[config.mk]
export PLATFORM = sky130hd
export DESIGN_NAME = thermal_guard
export DESIGN_NICKNAME = d
export VERILOG_FILES = /design/src/rtl/thermal_guard_pkg.sv /design/src/rtl/tg_sync.sv /design/src/rtl/tg_trip_reg.sv /design/src/rtl/tg_gate.sv /design/src/rtl/thermal_guard.sv
export SDC_FILE = /design/constraint.sdc
export NUM_CORES = 1
export LEC_CHECK = 0
export BUFFER_PORTS_ARGS = -buffer_cell sky130_fd_sc_hd__buf_2
export CAP_MARGIN = 20
export CORE_MARGIN = 8
export CORE_UTILIZATION = 40
export CTS_BUF_LIST = sky130_fd_sc_hd__clkbuf_2
export CTS_CLUSTER_DIAMETER = 200
export CTS_CLUSTER_SIZE = 20
export DETAILED_ROUTE_END_ITERATION = 8
export HOLD_SLACK_MARGIN = 0.12
export PLACE_DENSITY = 0.67
export SYNTH_ARGS = -nofsm -noshare
export SYNTH_HDL_FRONTEND = slang
export SYNTH_SLANG_ARGS = --single-unit
export TNS_END_PERCENT = 100
[constraint.sdc]
create_clock -name clk_i -period 2.1 [get_ports clk_i]
set_input_delay 0.42 -clock clk_i [delete_from_list [all_inputs] [get_ports clk_i]]
set_output_delay 0.42 -clock clk_i [all_outputs]
set_load 0.02 [all_outputs]
[src/rtl/thermal_guard_pkg.sv]
package thermal_guard_pkg;
  localparam int unsigned TG_LINES_DEF = 4;
  localparam int unsigned TG_SYNC_DEF  = 2;

  typedef enum logic [1:0] {
    TEMP_NORMAL = 2'b00,
    TEMP_WARN   = 2'b01,
    TEMP_CRIT   = 2'b10
  } temp_level_e;

  function automatic temp_level_e classify_temp(input logic lo, input logic hi);
    if (hi)      return TEMP_CRIT;
    else if (lo) return TEMP_WARN;
    else         return TEMP_NORMAL;
  endfunction
endpackage

[src/rtl/tg_sync.sv]
module tg_sync #(
  parameter int unsigned WIDTH  = 6,
  parameter int unsigned STAGES = 2
) (
  input  logic             clk_i,
  input  logic             rst_ni,
  input  logic [WIDTH-1:0] d_i,
  output logic [WIDTH-1:0] q_o
);
  logic [WIDTH-1:0] st_q [STAGES];

  always_ff @(posedge clk_i or negedge rst_ni) begin
    if (!rst_ni) begin
      for (int i = 0; i < int'(STAGES); i++) st_q[i] <= '0;
    end else begin
      st_q[0] <= d_i;
      for (int i = 1; i < int'(STAGES); i++) st_q[i] <= st_q[i-1];
    end
  end

  assign q_o = st_q[STAGES-1];
endmodule

[src/rtl/tg_trip_reg.sv]
module tg_trip_reg
  import thermal_guard_pkg::*;
#(
  parameter int unsigned LINES = TG_LINES_DEF
) (
  input  logic             clk_i,
  input  logic             rst_ni,
  input  logic [LINES-1:0] ovl_s_i,
  input  logic             lo_s_i,
  input  logic             hi_s_i,
  input  logic [LINES-1:0] req_en_i,
  input  logic [LINES-1:0] clear_i,
  output logic [LINES-1:0] trip_o,
  output logic             shut_o
);
  logic [LINES-1:0] trip_q, trip_d, set_mask, clr_mask;
  logic             shut_q;
  temp_level_e      level;

  assign level = classify_temp(lo_s_i, hi_s_i);

  always_comb begin
    unique case (level)
      TEMP_CRIT: set_mask = '1;
      TEMP_WARN: set_mask = ovl_s_i;
      default:   set_mask = '0;
    endcase
  end

  // clear only for disabled lines and outside global shutdown
  assign clr_mask = clear_i & ~req_en_i & {LINES{~shut_q}};

  // set wins over clear
  assign trip_d = (trip_q & ~clr_mask) | set_mask;

  always_ff @(posedge clk_i or negedge rst_ni) begin
    if (!rst_ni) begin
      trip_q <= '0;
      shut_q <= 1'b0;
    end else begin
      trip_q <= trip_d;
      shut_q <= hi_s_i;
    end
  end

  assign trip_o = trip_q;
  assign shut_o = shut_q;

  assert_hi_trips_all_R3: assert property (@(posedge clk_i) disable iff (!rst_ni)
    hi_s_i |=> (&trip_q && shut_q));

  assert_shut_release_R4: assert property (@(posedge clk_i) disable iff (!rst_ni)
    $fell(shut_q) |-> !$past(hi_s_i));

  assert_lo_selective_R2: assert property (@(posedge clk_i) disable iff (!rst_ni)
    (lo_s_i && !hi_s_i) |=> ((trip_q & $past(ovl_s_i)) == $past(ovl_s_i)));

  for (genvar n = 0; n < LINES; n++) begin : g_chk
    assert_sticky_R5: assert property (@(posedge clk_i) disable iff (!rst_ni)
      $fell(trip_q[n]) |-> $past(clear_i[n] && !req_en_i[n] && !shut_q));

    assert_set_wins_R12: assert property (@(posedge clk_i) disable iff (!rst_ni)
      (set_mask[n] && clear_i[n]) |=> trip_q[n]);
  end
endmodule

[src/rtl/tg_gate.sv]
module tg_gate #(
  parameter int unsigned LINES = 4
) (
  input  logic             clk_i,
  input  logic             rst_ni,
  input  logic [LINES-1:0] req_en_i,
  input  logic [LINES-1:0] trip_i,
  input  logic             shut_i,
  output logic [LINES-1:0] en_o
);
  logic armed_q;

  always_ff @(posedge clk_i or negedge rst_ni) begin
    if (!rst_ni) armed_q <= 1'b0;
    else         armed_q <= 1'b1;
  end

  for (genvar n = 0; n < LINES; n++) begin : g_line
    assign en_o[n] = armed_q & req_en_i[n] & ~trip_i[n] & ~shut_i;
  end

  always_comb begin
    if (rst_ni) assert_off_in_shutdown_R3: assert (!(shut_i && (en_o != '0)));
  end
endmodule

[src/rtl/thermal_guard.sv]
module thermal_guard
  import thermal_guard_pkg::*;
#(
  parameter int unsigned LINES       = TG_LINES_DEF,
  parameter int unsigned SYNC_STAGES = TG_SYNC_DEF
) (
  input  logic             clk_i,
  input  logic             rst_ni,
  input  logic [LINES-1:0] req_en_i,
  input  logic [LINES-1:0] ovl_i,
  input  logic             temp_lo_i,
  input  logic             temp_hi_i,
  input  logic [LINES-1:0] clear_i,
  output logic [LINES-1:0] en_o,
  output logic [LINES-1:0] trip_o,
  output logic             shut_o
);
  localparam int unsigned SW = LINES + 2;

  logic [SW-1:0]    raw, syn;
  logic [LINES-1:0] ovl_s;
  logic             lo_s, hi_s;

  assign raw = {temp_hi_i, temp_lo_i, ovl_i};
  assign {hi_s, lo_s, ovl_s} = syn;

  tg_sync #(.WIDTH(SW), .STAGES(SYNC_STAGES)) u_sync (
    .clk_i, .rst_ni, .d_i(raw), .q_o(syn)
  );

  tg_trip_reg #(.LINES(LINES)) u_trip (
    .clk_i, .rst_ni,
    .ovl_s_i(ovl_s), .lo_s_i(lo_s), .hi_s_i(hi_s),
    .req_en_i, .clear_i,
    .trip_o, .shut_o
  );

  tg_gate #(.LINES(LINES)) u_gate (
    .clk_i, .rst_ni,
    .req_en_i, .trip_i(trip_o), .shut_i(shut_o),
    .en_o
  );

  always_comb begin
    if (!rst_ni) assert_reset_off_R1: assert (en_o == '0);
  end

  assert_tripped_line_off_R9: assert property (@(posedge clk_i) disable iff (!rst_ni)
    ((en_o & trip_o) == '0));
endmodule

# Yosys cells after proc, flatten, opt, wreduce, memory -nomap -nowiden

Cells that the tools add are included.

Memories kept: 0
Bits in read-only memories: 0
Output and inout bits: 9
Input bits: 16
Logic and storage cells: 33
Register bits after elaboration: 18
Latch bits: 0
Bits in writable memories: 0

Bitwise operators: 23
Reductions and logical operators: 0
$lt $le $gt $ge: 0
Multipliers: 0
Div/mod/pow operators: 0
Eq/ne operators: 2
Muxes and demuxes: 3
Add/subtract/negate cells: 0
Shift-type cells: 0

Operators with widths:

| operator             | count |
|---|---|
| $and A1 B1 Y1        | 12 |
| $and A4 B4 Y4        | 3 |
| $not A4 Y4           | 2 |
| $pmux W4 S2          | 1 |
| $not A1 Y1           | 5 |
| $or A4 B4 Y4         | 1 |
| $eq A2 B1 Y1 const B | 1 |
| $eq A2 B2 Y1 const B | 1 |
| $mux W2              | 1 |
| $mux W1              | 1 |

# Logic depth before layout (Yosys ltp)

Word-level depth: 6
Mapped depth: 2

# Cells and area by module

A second synthesis with hierarchy kept.

Cells, all modules: 37
Area, all modules: 624.3 um^2

By module, submodules not included:

| module      | seq. area each (um^2) | instances | cells each | area an instance (um^2) |
|---|---|---|---|---|
| tg_sync     | 300.3                 | 1         | 18         | 345.3 |
| tg_trip_reg | 125.1                 | 1         | 13         | 200.2 |
| tg_gate     | 25.0                  | 1         | 6          | 78.8 |

# Worst setup path before layout

No wires, ideal clock.

Path type: register to output
Start point: reg u_trip.shut_q, in the netlist u_trip.shut_o
End point: out en_o[0]
Buffers on the path: 0
Required time: 1.680 ns
Stages on the path, launching flop included: 3
Arrival: 1.213 ns
Slack: 0.467 ns
Path through: dfrtp_1 -> nand2b_1 -> nor3b_1

Longest elaborated chain between the ends: 2

RTL lines:

| item                   | line                | text |
|---|---|---|
| from (decl)            | tg_trip_reg.sv:17   | `logic shut_q;` |
| from (signal assigned) | tg_trip_reg.sv:42   | `shut_q <= hi_s_i;` |
| $not A1 Y1             | tg_gate.sv:19       | `assign en_o[n] = armed_q & req_en_i[n] & ~trip_i[n] & ~shut_i;` |
| $and A1 B1 Y1          | tg_gate.sv:19       |  |
| to (decl)              | thermal_guard.sv:14 | `output logic [LINES-1:0] en_o,` |

Every way passes these cells.

# Worst setup path in the final report

Same ends and word-level chain as after synthesis.

==> metrics <==
core area 1320 um2; vias in the first global route 392; placed cell count 71; final hold viol count 0; WL final 1050 um; antenna violations before repair 0; CP Class reg -> out; met2 Use GR 11.7%; latest clock arrival within the worst-skew pair 0.28 ns; die area 2870 um2; Synth-to-Final Area Change 29.6%; GR Util met3 1.93%; Die H 53.6 um; fraction of layout cells with a size suffix above 1 44.3%; post-synth cell types 6; crit path launch type flip-flop; drt drc 0; Critical Path RT 1.68 ns; register bit count reported by yosys 18; GR met1 Demand/Resource 10.2%; status completed; clock sink count 18; cells after synthesis 32; Critical-path top delay cell dfrtp_1; Worst path max stage delay 0.44 ns; crit path max fanout 6; Worst EP arrival 1.33 ns; post_cts resized 0; Worst Setup End Kind output pin; Congestion Overflow GR 0; Core Rows 13; PD cells 751 nW/um2; Post-CTS Setup Inserts 0; unrepaired setup endpoints after global routing no; clock root cell clkbuf_2; grt peak-use layer met2; Slew Limit Fails 0; via count 367; sw power 126 uW; clk slew on worst S/H paths 0.15 ns; cell area after synthesis 566 um2; fin crit share 83.3%; Seq pwr share 67.5%; Syn Nets 48; first-pass GRT wire length 1720 um; critical-path cell list nand2b_1 > nor3b_1 > buf_2; die width 53.6 um; net switching fraction of the power 22.9%; CTS tree done; setup TNS 0 ns; final std cells w/o fill 76; initial DRC count 4; ANT nets after route 0; share of the yosys chip area belonging to registers 79.6%; Wirelength per Cell 13.8 um; I/O pin cnt 25; overall routing resource usage 7.95%; Mean Syn Cell Area 17.7 um2; Max-cap violations 0; Hold Buf Count CTS 1; port bufs 24; leakage power 0.000340 uW; internal power 424 uW; final setup vio count 0; Final Net Count 78; Worst Path Buf+Inv 1; initial core utilization 42.9%; Hold/Removal Path Class in -> reg; Comb power frac 7.3%; largest net degree at the start of global routing 19; n_diodes 0; YS warnings 0; Max clock buf depth 2; Worst Skew 0.00136 ns; H-tree level count 1; Top delay family on crit path flip-flops; peak supply drop 0.000412 V; TritonCTS buffer count 3; 1st-pass router iterations 4; Clock power frac 25.1%; DR vias/cell 4.83; fmax 572 MHz; GP Congestion 0.886; fin crit period 1.75 ns
worst paths after layout:
| kind | cells past startpoint | to | slack [ns] | start |
|---|---|---|---|---|
| max | 3 | en_o[0] | 0.35 | u_trip.shut_o$_DFF_PN0_ |
| min | 1 | u_sync.st_q[6]$_DFF_PN0_ | 0.23 | ovl_i[0] |
| max reg2reg | 2 | u_trip.trip_o[2]$_DFF_PN0_ | 0.88 | u_trip.shut_o$_DFF_PN0_ |
| min reg2reg | 0 | u_sync.q_o[5]$_DFF_PN0_ | 0.37 | u_sync.st_q[11]$_DFF_PN0_ |
| max in group asynchronous | 2 | u_sync.q_o[1]$_DFF_PN0_ | 1.26 | rst_ni |
| min in group asynchronous | 2 | u_sync.st_q[8]$_DFF_PN0_ | 0.57 | rst_ni |
layer usage:
metal	wire length [um]	vias up
met1	448	167
met2	438	23
met3	154	2
li1	-	175
met5	0	-
met4	4	0
synth_stat cells:
master	n	area [um2]
nand2b_1	1	6.26
nor3b_1	4	30.0
a221o_1	4	40.0
dfrtp_1	18	450
conb_1	1	3.75
or3b_1	4	35.0
state kept, by name, indices dropped and copies added, names as in the netlist:
name,cells
u_gate.armed_q,1
u_trip.shut_o,1
u_trip.trip_o,4
u_sync.q_o,6
u_sync.st_q,6
area by class of cell:
| cell class | count | area, um2 |
|---|---|---|
| repair buffers | 25 | 130 |
| multi-input cells | 14 | 115 |
| clock buffers | 3 | 15.0 |
| fillers | 115 | 584 |
| clock inverters | 1 | 3.75 |
| well taps | 15 | 18.8 |
| flip-flops and latches | 18 | 450 |
per-stage QoR:
step                cell area [um2]  util, %  power, uW  worst slack (ns)  hold WS, ns
detailed placement              704     53.5        418             0.697        0.335
finish                          733     55.7        550             0.350        0.228
global placement                704     53.5        417             0.721        0.332
CTS                             733     55.7        558             0.335        0.209
global route                    733     55.7        574             0.225        0.196
floorplan                       566        -        390             0.467        0.124
layout by cell type, fill, tap and decap left out:
cell type,Yosys,routed
clkbuf_2,0,3
buf_2,0,24
a221o_1,4,4
nand2b_1,1,1
nor3b_1,4,4
dlygate4sd3_1,0,1
dfrtp_1,18,18
or3b_1,4,4
conb_1,1,1
clkinv_1,0,1
power by group through the flow:
stage,Combinational (uW),Clock (uW),Sequential (uW)
floorplan,9.04,0,381
global placement,39.2,0,378
detailed placement,39.6,0,378
CTS,41.2,145,372
global route,45.0,155,374
finish,40.4,138,372
kinds of logic (layout without fill, tap and decap cells):
group,Yosys count,count (layout),share of synthesized area [%]
other,1,1,0.663
buffers and inverters,0,29,0
AND/OR/NAND/NOR,9,9,12.6
flip-flops,18,18,79.6
AO/OA/AOI/OAI,4,4,7.08
No activity file was read; power rests on OpenSTA's default activity.
